==> src/rtl/r2w_pkg.sv <==
package r2w_pkg;

    typedef enum logic [1:0] {
        BLM_FIXED8 = 2'b00,
        BLM_PERCMD = 2'b01,
        BLM_RSVD_A = 2'b10,
        BLM_RSVD_B = 2'b11
    } bl_mode_e;

    localparam int unsigned BEATS_FULL = 8;
    localparam int unsigned BEATS_CHOP = 4;
    localparam int unsigned BUS_GAP    = 2;

endpackage

==> src/rtl/r2w_burst_decode.sv <==
module r2w_burst_decode
    import r2w_pkg::*;
(
    input  logic [1:0] bl_mode,
    input  logic       a12,
    output logic [3:0] beats,
    output logic       mode_bad
);
    always_comb begin
        beats    = 4'(BEATS_FULL);
        mode_bad = 1'b0;
        unique case (bl_mode_e'(bl_mode))
            BLM_FIXED8: beats = 4'(BEATS_FULL);
            BLM_PERCMD: beats = a12 ? 4'(BEATS_FULL) : 4'(BEATS_CHOP);
            default:    mode_bad = 1'b1;
        endcase
    end
endmodule

==> src/rtl/r2w_gap_calc.sv <==
module r2w_gap_calc
    import r2w_pkg::*;
#(
    parameter int LAT_W        = 6,
    parameter bit CHOP_AS_FULL = 1'b1,
    localparam int CNT_W       = LAT_W + 2,
    localparam int SW          = CNT_W + 2
) (
    input  logic [LAT_W-1:0] cl,
    input  logic [LAT_W-1:0] al,
    input  logic [LAT_W-1:0] cwl,
    input  logic             wpre_2clk,
    input  logic [3:0]       beats,
    output logic [CNT_W-1:0] load_val
);
    logic [3:0]          beats_eff;
    logic signed [SW-1:0] rl, wl, raw;

    generate
        if (CHOP_AS_FULL) begin : g_round_up
            assign beats_eff = (beats < 4'(BEATS_FULL)) ? 4'(BEATS_FULL) : beats;
        end else begin : g_as_is
            assign beats_eff = beats;
        end
    endgenerate

    always_comb begin
        rl  = SW'(cl) + SW'(al);
        wl  = SW'(cwl) + SW'(al);
        // value seen one cycle after the READ is N - 1
        raw = rl + SW'(beats_eff >> 1) - wl + SW'(BUS_GAP) + SW'(wpre_2clk) - SW'(1);
        if (raw < 0) load_val = '0;
        else         load_val = raw[CNT_W-1:0];
    end
endmodule

==> src/rtl/r2w_cfg_check.sv <==
module r2w_cfg_check #(
    parameter int LAT_W = 6
) (
    input  logic [LAT_W-1:0] cwl,
    input  logic [LAT_W-1:0] cwl_floor,
    input  logic             wpre_2clk,
    input  logic             mode_bad,
    output logic             bad
);
    logic cwl_short;
    always_comb begin
        cwl_short = wpre_2clk && (cwl <= cwl_floor);
        bad       = cwl_short || mode_bad;
    end
endmodule

==> src/rtl/r2w_turnaround.sv <==
module r2w_turnaround
    import r2w_pkg::*;
#(
    parameter int LAT_W        = 6,
    parameter bit CHOP_AS_FULL = 1'b1,
    localparam int CNT_W       = LAT_W + 2
) (
    input  logic             clk,
    input  logic             rst_n,
    input  logic [LAT_W-1:0] cfg_cl,
    input  logic [LAT_W-1:0] cfg_al,
    input  logic [LAT_W-1:0] cfg_cwl,
    input  logic [LAT_W-1:0] cfg_cwl_floor,
    input  logic [1:0]       cfg_bl_mode,
    input  logic             cfg_wpre_2clk,
    input  logic             cmd_rd,
    input  logic             cmd_wr,
    input  logic             cmd_a12,
    output logic             wr_allow,
    output logic [CNT_W-1:0] gap_left,
    output logic             turn_viol,
    output logic             cfg_err
);
    typedef struct packed {
        logic [CNT_W-1:0] cnt;
        logic             viol;
        logic             err;
    } turn_state_t;

    turn_state_t st_d, st_q;

    logic [3:0]       beats;
    logic             mode_bad;
    logic             cfg_bad;
    logic [CNT_W-1:0] load_val;
    logic [CNT_W-1:0] dec_val;

    r2w_burst_decode u_burst (
        .bl_mode  (cfg_bl_mode),
        .a12      (cmd_a12),
        .beats    (beats),
        .mode_bad (mode_bad)
    );

    r2w_gap_calc #(.LAT_W(LAT_W), .CHOP_AS_FULL(CHOP_AS_FULL)) u_gap (
        .cl        (cfg_cl),
        .al        (cfg_al),
        .cwl       (cfg_cwl),
        .wpre_2clk (cfg_wpre_2clk),
        .beats     (beats),
        .load_val  (load_val)
    );

    r2w_cfg_check #(.LAT_W(LAT_W)) u_cfg (
        .cwl       (cfg_cwl),
        .cwl_floor (cfg_cwl_floor),
        .wpre_2clk (cfg_wpre_2clk),
        .mode_bad  (mode_bad),
        .bad       (cfg_bad)
    );

    always_comb begin
        st_d    = st_q;
        dec_val = (st_q.cnt == '0) ? '0 : st_q.cnt - CNT_W'(1);
        if (cmd_rd) st_d.cnt = (load_val > dec_val) ? load_val : dec_val;
        else        st_d.cnt = dec_val;
        st_d.viol = cmd_wr && (st_q.cnt != '0);
        st_d.err  = cfg_bad;
    end

    always_ff @(posedge clk) begin
        if (!rst_n) st_q <= '0;
        else        st_q <= st_d;
    end

    assign gap_left  = st_q.cnt;
    assign wr_allow  = (st_q.cnt == '0);
    assign turn_viol = st_q.viol;
    assign cfg_err   = st_q.err;
endmodule

==> config.mk <==
export PLATFORM = sky130hd
export DESIGN_NAME = r2w_turnaround
export DESIGN_NICKNAME = d
export VERILOG_FILES = /design/src/rtl/r2w_pkg.sv /design/src/rtl/r2w_burst_decode.sv /design/src/rtl/r2w_gap_calc.sv /design/src/rtl/r2w_cfg_check.sv /design/src/rtl/r2w_turnaround.sv
export SDC_FILE = /design/constraint.sdc
export NUM_CORES = 1
export LEC_CHECK = 0
export BUFFER_PORTS_ARGS = -buffer_cell sky130_fd_sc_hd__buf_2
export CAP_MARGIN = 20
export CORE_UTILIZATION = 58
export DETAILED_ROUTE_END_ITERATION = 8
export PLACE_DENSITY = 0.86
export SLEW_MARGIN = 20
export SYNTH_ARGS = -nofsm -noshare
export SYNTH_HDL_FRONTEND = slang
export SYNTH_SLANG_ARGS = --single-unit
==> constraint.sdc <==
create_clock -name clk -period 9.7 [get_ports clk]
set_clock_uncertainty 0.1 [all_clocks]
set_input_delay 1.94 -clock clk [delete_from_list [all_inputs] [get_ports clk]]
set_output_delay 1.94 -clock clk [all_outputs]
set_load 0.03 [all_outputs]
**Yosys cells after proc, flatten, opt, wreduce, memory -nomap -nowiden**

Index checks and enable logic that the tools add are counted.
W data, S select, Z words.

- Register bits after elaboration: 10
- Input bits: 32
- Output and inout bits: 11
- Word-level logic and storage cells: 31

- Add/subtract/negate cells: 8
- Magnitude comparators: 4
- Equal/unequal tests: 1
- Mux-type cells: 8
- Reduce and logical (&&, ||, !) cells: 7

Operators by type and width:

| operator | count |
|---|---|
| $mux W8 | 4 |
| $add A6 B6 Y7 | 2 |
| $mux W4 | 3 |
| $add A10 B1 Y10 | 1 |
| $add A10 B2 Y10 const B | 1 |
| $add A10 B3 Y10 | 1 |
| $lt A10 B1 Y1 const B | 1 |
| $sub A10 B1 Y10 const B | 1 |
| $sub A10 B10 Y10 | 1 |
| $gt A8 B8 Y1 | 1 |
| $logic_not A8 Y1 | 1 |
| $reduce_bool A8 Y1 | 1 |
| $sub A8 B1 Y8 const B | 1 |
| $le A6 B6 Y1 | 1 |
| $lt A4 B4 Y1 const B | 1 |
| $eq A2 B1 Y1 const B | 1 |
| $logic_and A1 B1 Y1 | 2 |
| $logic_not A2 Y1 | 1 |
| $reduce_or A2 Y1 | 1 |
| $logic_or A1 B1 Y1 | 1 |
| $mux W1 | 1 |

**Logic depth before layout (Yosys ltp)**

- Depth after elaboration: 14
- Mapped depth: 22
- Depth with buffers taken out: 21

**Hierarchy**

Synthesis repeated with hierarchy kept, for this count alone.

- Cells, all modules: 224
- Area total of the unflattened synthesis: 1863.0 um^2

By module, submodules not included:

| module | times used | cells an instance | area an instance (um^2) | seq. area each (um^2) |
|---|---|---|---|---|
| r2w_gap_calc | 1 | 113 | 930.9 | 0.0 |
| r2w_turnaround | 1 | 83 | 733.2 | 200.2 |
| r2w_cfg_check | 1 | 22 | 160.2 | 0.0 |
| r2w_burst_decode | 1 | 6 | 38.8 | 0.0 |

**Worst setup path after synthesis**

Ideal clock, no wire load.

- Path type: input port to flip-flop
- From: input port cfg_cl[0]
- To: register st_q, in the netlist gap_left[2]
- Library setup time: 67 ps
- Arrival time: 6003 ps
- Required time: 9533 ps
- Path slack: 3530 ps
- Stages: 22
- Cells stage by stage: ha_1 fa_1 a21oi_1 nor2_1 nor2_1 nor2b_1 o21ai_0 nand2b_1 ha_1 ha_1 a21o_1 or2_2 a31oi_1 nor2_1 ha_1 nor2b_1 o211ai_1 a21oi_1 o31ai_2 buf_2 mux2_1 nor2_1

- Longest elaborated chain between the ends: 11

Ends and longest elaborated chain:

| what | RTL line | text |
|---|---|---|
| start, declared | r2w_turnaround.sv:10 | `input logic [LAT_W-1:0] cfg_cl,` |
| $add A6 B6 Y7 (*) | r2w_gap_calc.sv:28 | `rl = SW'(cl) + SW'(al);` |
| $add A10 B3 Y10 (*) | r2w_gap_calc.sv:31 | `raw = rl + SW'(beats_eff >> 1) - wl + SW'(BUS_GAP) + SW'(wpre_2clk) - SW'(1);` |
| $sub A10 B10 Y10 (*) | r2w_gap_calc.sv:31 |  |
| $add A10 B2 Y10 (*) | r2w_gap_calc.sv:31 |  |
| $add A10 B1 Y10 (*) | r2w_gap_calc.sv:31 |  |
| $sub A10 B1 Y10 (*) | r2w_gap_calc.sv:31 |  |
| $lt A10 B1 Y1 | r2w_gap_calc.sv:32 | `if (raw < 0) load_val = '0;` |
| $mux W8 (*) | r2w_gap_calc.sv:32 |  |
| $gt A8 B8 Y1 | r2w_turnaround.sv:65 | `if (cmd_rd) st_d.cnt = (load_val > dec_val) ? load_val : dec_val;` |
| $mux W8 (*) (2 in a row) | r2w_turnaround.sv:65 |  |
| end signal, assigned | r2w_turnaround.sv:73 | `else st_q <= st_d;` |
| end, declared | r2w_turnaround.sv:30 | `turn_state_t st_d, st_q;` |

Every way passes the cells marked *; elsewhere a longest branch is shown, timed or not.
A chain may end at the register's enable or synchronous reset.

**Worst setup path after layout**

- From: input port cfg_cl[0]
- To: register st_q, in the netlist gap_left[5]

Same word-level chain as after synthesis.

==> flow_summary.toml <==
[status]
status = "complete, no violations"

[place]
place_congestion = 0.815
io_buffers = 40
placed_area_mm2 = 0.00190
place_hpwl_mm = 2.73

[clock_tree]
cts_resized = 0
clk_root_buffer_cell = "clkbuf_4"
cts_buffer_depth = 2
cts_setup_buffers = 0
htree_levels = 1
clk_pin_slew_worst_paths_ps = 60
tritoncts = "done"
cts.sinks = 10
worstSkewPairLatency_ps = 260
numCtsBuffers = 3
cts.hold.buffers_added = 0

[worst_setup_path]
r2r_slack_ps = 6370
r2r_start = "gap_left[3]"
critPathMaxStageDelay_ps = 700
regToRegEndpoint = "gap_left[5]"
required_ps = 9800
crit_type = "in -> reg"
arrival_ps = 6880
crit_chain = "buf_2, ha_1, fa_1, a21oi_1, nor2_1, nor2_1, nor2b_1, o21ai_0, nand2b_1, ha_1, ha_1, a21o_1, or2_2, a31oi_1, nor2_1, ha_1, nor2b_1, o211ai_1, a21oi_1, o31ai_2, mux2_2, nor2_1"
start_kind = "primary input"
crit_buf_inv = 1
cpMaxStageDelayCell = "o31ai_2"
crit_fanout = 11
rr_worst_depth = 11
crit_path_end_kind = "register"
critical-path-top-delay-family = "compound AO/OA/AOI/OAI gates"

[sta]
worst_pin_slew_ps = 845
fmax_ghz = 0.147
hold_violations = 0
rsz0062_at_grt = "false"
period_share_pct = 69.9
slew_violations = 0
tns_ps = 0
relSlewSlack_pct = 43.4
setup_viol = 0
period_minus_slack_ps = 6780

[layout]
n_antenna_cell = 0
fin_nets = 326
regArea_um2 = 200
fillers = 243
final_cell_area_mm2 = 0.00192
utilization_pct = 70.3
multiInputGateArea_mm2 = 0.00135
area_growth_syn_to_layout_pct = 15.4
drive_gt1_share_pct = 20.2

[drt]
drt_iter0_drc = 37
drcViolationCount = 0
viasPerCell = 5.27
firstDrtPassIters = 4
wl_mm = 2.99
routed-via-count = 1469
final_antenna_net_count = 0
drt-wirelength-per-cell_um = 10.7

[yosys]
syn-cell-area_mm2 = 0.00167
synth-adder-area-share_pct = 34.8
synth_edf_count = 0
synth-seq-area-share_pct = 12.0
avgSynthCellArea_um2 = 8.09
synth_xor_area_share_pct = 8.41
synth-simple-area-share_pct = 16.9
postSynthCellCount = 206
synth_flop_cell = "dfxtp_1"
synthMuxAreaShare_pct = 4.95
synth.yosys.warnings = 0
synth_compound_area_share_pct = 15.6
synth_seq_cells = 10
syn_nets = 282
synth.distinct_cells = 37
synthArstFlopShare_pct = 0
synth_top_family_by_area = "adder cells"

[worst_hold_path]
min_to = "gap_left[0]"
hp-start = "gap_left[0]"
min_path_type = "reg -> reg"
worstHoldPathCells = 3

[global_route]
grt-ovfl-total = 0
grt_max_degree = 12
grt_pass1_vias = 1380
antenna_found_initial = 0
grt_pass1_wl_mm = 5.38
groute.usage.overall_pct = 21.3

[power]
leakagePower_nw = 1.07
powerDensity_mw_per_mm2 = 271
finalPower_mw = 0.522
peakVddDrop_uv = 218

[floorplan]
die_width_um = 55.6
io_pins = 43
die_h_um = 55.6
core.rowCount = 19
die_area_mm2 = 0.00309
core_mm2 = 0.00273
start_util_pct = 61.0

[flow_run]
max_cap_violations = 0
## area by class of cell
class                           instances  share of cell area, %
Tap cell                               31                   2.02
Multi-Input combinational cell        165                   70.1
Timing Repair Buffer                   40                   10.4
Sequential cell                        10                   10.4
Clock buffer                            3                   1.17
Inverter                               30                   5.86
## Yosys cell counts, types with 4 or more instances
library cell	number	area (um^2)
a21o_1	6	45.0
a21oi_1	18	90.1
dfxtp_1	10	200
fa_1	4	80.1
ha_1	40	500
inv_1	29	109
mux2i_1	6	60.1
nand2_1	7	26.3
nor2_1	26	97.6
nor2b_1	4	25.0
o21ai_0	4	20.0
xnor2_1	10	87.6
xor2_1	6	52.6
## cells in the final DEF, fill, tap and decap left out, types with 6 or more instances in the layout
| cell | count |
|---|---|
| ha_1 | 40 |
| nor2_1 | 26 |
| xor2_1 | 6 |
| buf_2 | 40 |
| nand2_1 | 7 |
| inv_1 | 29 |
| a21oi_1 | 18 |
| dfxtp_1 | 10 |
| a21o_1 | 6 |
| xnor2_1 | 10 |
| mux2i_1 | 6 |
## cells by family after synthesis
family	Yosys count
other	1
DFF	10
muxes	8
xor gates and xnor gates	16
buffers and inverters	31
AOI/OAI and AO/OA	41
and+or+nand+nor	55
adders and majority gates	44
## tightest hold or removal path, delay by kind of cell (launching register included)
kind            cells  cell delay [ps]
simple gates        2              130
flops               1              350
compound gates      1               60
## layer usage
metal  wire (um)  share of wire (%)  global-route usage, %
met4          39                1.3                   8.21
met5           0                  0                      0
met1        1240                 42                   23.1
met3         107                3.6                   1.86
met2        1600                 53                   41.8
## through the flow
step / cells / setup WS (ps) / hold WS [ps]
floorplan: 206 / 3530 / 637
global placement: 276 / 2780 / 445
detailed placement: 276 / 2670 / 475
CTS: 279 / 2920 / 484
global route: 279 / 2580 / 526
finish: 279 / 2920 / 486
## flip-flops by register name (all words and copies together), names as in the netlist
signal / count
cfg_err: 1
gap_left: 8
turn_viol: 1
## worst max-delay path by stage
stage,start,endpoint,slack [ps],depth (start not counted)
after floorplan,cfg_cl[0],gap_left[2],3530,22
after global placement,cfg_cl[0],gap_left[5],2780,22
after detailed placement,cfg_al[0],gap_left[5],2670,22
after CTS,cfg_al[0],gap_left[5],2920,22
after global routing,cfg_cl[0],gap_left[5],2580,22
final,cfg_cl[0],gap_left[5],2920,22
## report_power, final
part / switching [mW] / internal (mW)
logic: 0.244 / 0.185
clock network: 0.0134 / 0.0143
registers: 0.0116 / 0.0540
total: 0.269 / 0.253
(Power assumes the default switching activity.)
